`config.mk`:
```
export PLATFORM = sky130hd
export DESIGN_NAME = fp_class_unit
export DESIGN_NICKNAME = d
export VERILOG_FILES = /design/src/rtl/fp_class_unit.sv
export SDC_FILE = /design/constraint.sdc
export NUM_CORES = 1
export LEC_CHECK = 0
export BUFFER_PORTS_ARGS = -buffer_cell sky130_fd_sc_hd__buf_2
export CORE_AREA = 2 2 63 65
export DETAILED_ROUTE_END_ITERATION = 8
export DIE_AREA = 0 0 65 67
export MAX_ROUTING_LAYER = met4
export PLACE_DENSITY = 0.75
export RECOVER_POWER = 25
export SYNTH_ARGS = -nofsm -noshare
export SYNTH_HDL_FRONTEND = slang
export SYNTH_SLANG_ARGS = --single-unit
```
`constraint.sdc`:
```
create_clock -name vclk -period 3.05
set_clock_uncertainty 0.15 [all_clocks]
set_input_delay 0.7625 -clock vclk [all_inputs]
set_output_delay 0.7625 -clock vclk [all_outputs]
set_load 0.02 [all_outputs]
```
`src/rtl/fp_class_unit.sv`:
```
module fp_class_unit (
  input  logic [31:0] insn,
  input  logic [63:0] operand,
  output logic [63:0] result,
  output logic        insn_ok
);
  localparam logic [5:0] MAJOR_OP = 6'h11;
  localparam logic [5:0] FUNC_CLS = 6'd27;
  localparam logic [4:0] FMT_SGL  = 5'h10;
  localparam logic [4:0] FMT_DBL  = 5'h11;
  localparam int         MASK_W   = 10;

  logic dbl;
  logic sgn, e_ones, e_zero, f_zero, f_top;
  logic [MASK_W-1:0] mask;
  logic unused_fields;

  assign dbl = (insn[25:21] == FMT_DBL);
  assign insn_ok = (insn[31:26] == MAJOR_OP) &&
                   ((insn[25:21] == FMT_SGL) || dbl) &&
                   (insn[20:16] == 5'd0) &&
                   (insn[5:0] == FUNC_CLS);
  assign unused_fields = ^insn[15:6];

  always_comb begin
    if (dbl) begin
      sgn    = operand[63];
      e_ones = &operand[62:52];
      e_zero = ~|operand[62:52];
      f_zero = ~|operand[51:0];
      f_top  = operand[51];
    end else begin
      sgn    = operand[31];
      e_ones = &operand[30:23];
      e_zero = ~|operand[30:23];
      f_zero = ~|operand[22:0];
      f_top  = operand[22];
    end
  end

  always_comb begin
    mask = '0;
    if (e_ones && !f_zero) begin
      if (f_top) mask[1] = 1'b1;
      else       mask[0] = 1'b1;
    end else if (sgn) begin
      if (e_ones)      mask[2] = 1'b1;
      else if (f_zero && e_zero) mask[5] = 1'b1;
      else if (e_zero) mask[4] = 1'b1;
      else             mask[3] = 1'b1;
    end else begin
      if (e_ones)      mask[6] = 1'b1;
      else if (f_zero && e_zero) mask[9] = 1'b1;
      else if (e_zero) mask[8] = 1'b1;
      else             mask[7] = 1'b1;
    end
  end

  assign result = insn_ok ? {{(64-MASK_W){1'b0}}, mask} : 64'd0;
endmodule


```
==> impl_metrics.py, run 1 <==
metrics = {
    "outcome": {
        "status": "finished, final reports clean",
    },
    "layout": {
        "syn_to_final_growth_pct": 71.1,
        "nets": 317,
        "fin_cells": 267,
        "nFlopsAndLatches": 0,
        "antenna_cells": 0,
        "final.clkbuf_count": 0,
        "final_cell_mix": "83 x buf_2, 54 x conb_1, 12 x buf_4",
        "final_common_cell": "buf_2",
        "regArea_sq_um": 0,
        "drive_gt1_frac": 0.612,
        "post-route-util": 0.418,
    },
    "die": {
        "io_pins": 161,
        "core_area_sq_mm": 0.00361,
        "dieHeight_um": 67,
        "placementRows": 22,
        "dieArea_sq_mm": 0.00436,
        "die_w_um": 65,
        "initial_utilization": 0.245,
    },
    "worst_setup_path": {
        "path_class": "in2out",
        "critPathCaptureType": "primary output",
        "critPathMostFrequentCell": "nor4_4",
        "max_stage_delay_ns": 0.37,
        "critPathRequiredTime_ns": 2.14,
        "crit_slowest_cell": "o31a_4",
        "crit_path_start_kind": "input pin",
        "cp_max_fo": 5,
        "crit_buf_inv": 2,
        "crit_chain": "buf_6 > nor4_4 > nand4_1 > o31a_4 > nor4_4 > buf_4",
        "crit_family": "simple AND/OR/NAND/NOR gates",
        "worstPathArrival_ns": 2.13,
    },
    "pwr": {
        "powerDensity_mw_per_mm2": 103,
        "leakage_nw": 0.729,
        "ir_drop_v": 0.0000467,
        "fin_total_pwr_mw": 0.155,
    },
    "route": {
        "wl_mm": 2.97,
        "drc": 0,
        "drt_pass1_iterations": 2,
        "vias": 1106,
        "drt_iter0_drc": 22,
        "wl_per_cell_um": 11.1,
        "via_per_inst": 4.14,
        "postRouteAntennaNets": 0,
    },
    "timing": {
        "setup_viol": 0,
        "rsz0062_at_grt": "true",
        "slew_violations": 0,
        "final-hold-violation-count": 0,
        "min_period_over_period": 0.997,
        "fin_crit_ns": 3.04,
        "tns_ns": 0,
        "max_freq_mhz": 329,
        "whs_ns": 1.81,
    },
    "run": {
        "drv_cap": 0,
    },
    "synthesis": {
        "yosys.area.top_type_share": 0.460,
        "avgSynthCellArea_sq_um": 7.48,
        "ys_seq_area_frac": 0,
        "synth_cell_types": 32,
        "yosys_warnings": 0,
        "synth_cells": 118,
        "yosys.area.top_type": "buf_4",
        "synthTopCellsByArea": "buf_4 46%, nor4_1 11%, nand4_1 4.3%, nor3_1 2.8%, nor4b_4 2.7%",
        "synth_area_sq_um": 882,
    },
    "place": {
        "gp_congestion": 0.677,
        "io_buffers": 97,
        "hpwl_mm": 2.51,
        "dp_cells": 266,
    },
    "global_routing": {
        "grt_use_total": 0.108,
        "grt_max_degree": 7,
        "grt_pass1_wl_mm": 3.80,
        "grt.overflow.total": 0,
        "grt_pass1_vias": 860,
        "antenna_found_initial": 0,
    },
    "clocking": {
        "hold_buffers": 0,
    },
    "worst_hold_path": {
        "hp-class": "in2out",
    },
}
==> report_power, final <==
part           switching, mW  internal (mW)
combinational         0.0956         0.0598
sequential                 0              0
clock                      0              0
==> synth_stat cells (all sizes together) <==
| library cell | n |
|---|---|
| a31oi | 1 |
| o2111a | 1 |
| and4 | 1 |
| nor4bb | 1 |
| or2 | 1 |
| nand4bb | 1 |
| and2 | 2 |
| nor3 | 5 |
| and4b | 1 |
| a31o | 1 |
| mux2i | 2 |
| nor3b | 1 |
| and3 | 2 |
| nand2 | 3 |
| o211ai | 1 |
| a211oi | 3 |
| o31ai | 1 |
| nor4 | 17 |
| nand4 | 6 |
| nand3 | 1 |
| o31a | 1 |
| nor2 | 4 |
| nor4b | 3 |
| mux2 | 1 |
| buf | 55 |
| conb | 1 |
| a21boi | 1 |
==> cells by family (layout without fill, tap and decap cells) <==
logic type | after synthesis | count (layout) | share of synthesized area
muxes | 3 | 3 | 0.0355
and+or+nand+nor | 49 | 49 | 0.396
buffers and inverters | 55 | 103 | 0.472
AOI/OAI and AO/OA | 10 | 10 | 0.0922
other | 1 | 54 | 0.00425
==> metrics by stage <==
step / cell area, sq um / setup slack (ns)
floorplan: 1110 / -0.162
global placement: 1280 / -0.0812
detailed placement: 1280 / -0.0994
CTS: 1360 / 0.00155
global route: 1510 / -0.0940
finish: 1510 / 0.0106
==> final cells by class <==
type                            instances  area, sq um
Multi-Input combinational cell        116          850
Tap cell                               48         60.1
Timing Repair Buffer                  103          599
Fill cell                             385         2100
==> path summary, 6_finish.rpt <==
path	depth (start not counted)	endpoint	slack, ns	start
worst min-delay path	4	result[0]	1.81	operand[22]
worst max-delay path	6	result[6]	0.01	operand[36]
==> layer usage <==
layer	global-route usage	vias up	wire length (um)
li1	-	542	-
met1	0.119	503	893
met2	0.219	61	1810
met3	0.0118	0	272
met4	0	0	0
met5	-	-	0
==> repair_timing <==
| item | in CTS | in global routing |
|---|---|---|
| buffers inserted | 1 | 0 |
| gates cloned | 0 | 0 |
| pin swaps | 7 | 9 |
| gates resized for setup | 17 | 28 |
| endpoints found under the setup margin | 9 | 9 |
(Power assumes the default switching activity.)
==> run 2, diff against run 1 <==
--- a/config.mk
+++ b/config.mk
@@ -6,11 +6,12 @@
 export NUM_CORES = 1
 export LEC_CHECK = 0
 export BUFFER_PORTS_ARGS = -buffer_cell sky130_fd_sc_hd__buf_2
-export CORE_AREA = 2 2 63 65
+export CORE_ASPECT_RATIO = 0.5
+export CORE_MARGIN = 2
+export CORE_UTILIZATION = 28
 export DETAILED_ROUTE_END_ITERATION = 8
-export DIE_AREA = 0 0 65 67
 export MAX_ROUTING_LAYER = met4
-export PLACE_DENSITY = 0.75
+export PLACE_DENSITY = 0.85
 export RECOVER_POWER = 25
 export SYNTH_ARGS = -nofsm -noshare
 export SYNTH_HDL_FRONTEND = slang
==> run 2 against run 1 <==
Effect of this change:
- the run now ends with negative setup slack left
- hold slack better by 0.019 ns
- cell area shrank 1.7%
- count of clock-buffer cells in the layout unchanged
- power rose by 2.1%
- flip-flop and latch count unchanged
- highest routed layer is now met4
- core utilization increased by 7.7 points
==> impl_metrics.py, run 2 (same netlist as run 1, synthesis figures left out) <==
metrics = {
    "timing": {
        "layout_setup_ws_ns": -0.102,
        "max_freq_mhz": 317,
        "tns_ns": -0.423,
        "slew_violations": 0,
        "fin_crit_ns": 3.15,
        "rsz0062_at_grt": "true",
        "final-hold-violation-count": 0,
        "min_period_over_period": 1.03,
        "worst_pin_slew_ns": 0.527,
        "relSlewSlack": 0.647,
        "setup_viol": 8,
    },
    "layout": {
        "final.clkbuf_count": 0,
        "drive_gt1_frac": 0.618,
        "syn_to_final_growth_pct": 68.1,
        "final_area_sq_mm": 0.00148,
        "final_common_cell": "buf_2",
        "final_cell_mix": "84 x buf_2, 54 x conb_1, 14 x buf_4",
        "post-route-util": 0.495,
        "nets": 318,
        "regArea_sq_um": 0,
        "antenna_cells": 0,
        "nFlopsAndLatches": 0,
        "fillerInstances": 271,
    },
    "worst_setup_path": {
        "critPathCaptureType": "primary output",
        "crit_chain": "buf_6 > nor4b_4 > buf_4 > and3_4 > o211ai_1 > nor3_1 > buf_2",
        "cp_max_fo": 4,
        "path_class": "in2out",
        "critPathRequiredTime_ns": 2.14,
        "max_stage_delay_ns": 0.32,
        "crit_slowest_cell": "nor4b_4",
        "worstPathArrival_ns": 2.24,
        "crit_path_start_kind": "input pin",
    },
    "die": {
        "io_pins": 161,
        "initial_utilization": 0.294,
        "dieHeight_um": 43.7,
        "dieArea_sq_mm": 0.00364,
        "die_w_um": 83.4,
        "placementRows": 14,
        "core_area_sq_mm": 0.00300,
    },
    "pwr": {
        "fin_total_pwr_mw": 0.159,
        "powerDensity_mw_per_mm2": 107,
        "leakage_nw": 0.733,
        "ir_drop_v": 0.0000505,
    },
    "place": {
        "pre_cts_slack_ns": -0.117,
        "gp_congestion": 0.780,
        "io_buffers": 97,
        "hpwl_mm": 2.64,
        "dpl_cell_area_sq_mm": 0.00127,
    },
    "route": {
        "drc": 0,
        "wl_mm": 3.60,
        "vias": 1186,
        "postRouteAntennaNets": 0,
        "via_per_inst": 4.56,
        "drt_iter0_drc": 63,
        "drt_pass1_iterations": 4,
        "wl_per_cell_um": 13.8,
    },
    "global_routing": {
        "grt_pass1_vias": 1019,
        "grt_max_degree": 7,
        "grt_use_total": 0.154,
        "grt_pass1_wl_mm": 4.51,
        "grt.overflow.total": 0,
        "antenna_found_initial": 0,
    },
    "worst_hold_path": {
        "timing.hold.worst_endpoint": "result[0]",
        "hp-class": "in2out",
        "hp-start": "operand[22]",
        "hold_path_depth": 4,
    },
    "run": {
        "drv_cap": 0,
    },
    "outcome": {
        "status": "complete, but fails checks",
        "violations": "negative setup slack",
    },
}
==> run 2: cell types whose count changed in the layout (fill, tap and decap cells not counted), moves of 2 or more <==
| cell | previous run | this run |
|---|---|---|
| mux2i_2 | 0 | 2 |
| buf_4 | 12 | 14 |
| nor4_4 | 6 | 4 |
| nor4_2 | 5 | 7 |
==> run 2: layer usage <==
metal | vias up | GRT usage | routed length (um)
li1 | 541 | - | -
met1 | 560 | 0.153 | 1210
met2 | 75 | 0.321 | 2030
met3 | 10 | 0.0133 | 261
met4 | 0 | 0.0623 | 96
met5 | - | - | 0
==> run 2: area by class of cell <==
class	count	area [sq um]	area share
multi-input combinational	116	840	0.566
tap	40	50.0	0.0338
timing repair buffer	104	593	0.400
==> run 2: worst max-delay path by stage <==
stage / start / to / slack, ns / cells past startpoint
2_1_floorplan: insn[22] / result[4] / -0.16 / 5
3_3_place_gp: operand[44] / result[2] / -0.07 / 6
3_5_place_dp: insn[22] / result[8] / -0.12 / 6
4_1_cts: insn[23] / result[5] / -0.02 / 6
5_1_grt: insn[23] / result[3] / -0.16 / 7
6_report: insn[23] / result[3] / -0.10 / 7
==> run 2: worst max-delay path: cells and delay by family <==
family / cells / cell delay, ns
simple gates: 3 / 0.77
buf+inv: 3 / 0.49
compound gates: 1 / 0.20
==> run 2: power by group <==
part / switching (mW) / internal (mW)
clock: 0 / 0
sequential: 0 / 0
combinational: 0.100 / 0.0581
total: 0.100 / 0.0581
==> run 2: timing repair <==
item / 4_1_cts / 5_1_grt
hold buffers: 0 / 0
pin swaps: 7 / 8
setup buffers: 0 / 2
hold endpoints to repair: 0 / 0
gates resized for setup: 18 / 22
setup endpoints to repair: 8 / 10
==> run 2: through the flow <==
stage	hold WS [ns]	cells
final	1.83	260
after global routing	1.86	260
after CTS	1.83	258
after detailed placement	1.83	258
after global placement	1.82	258
after floorplan	1.65	171
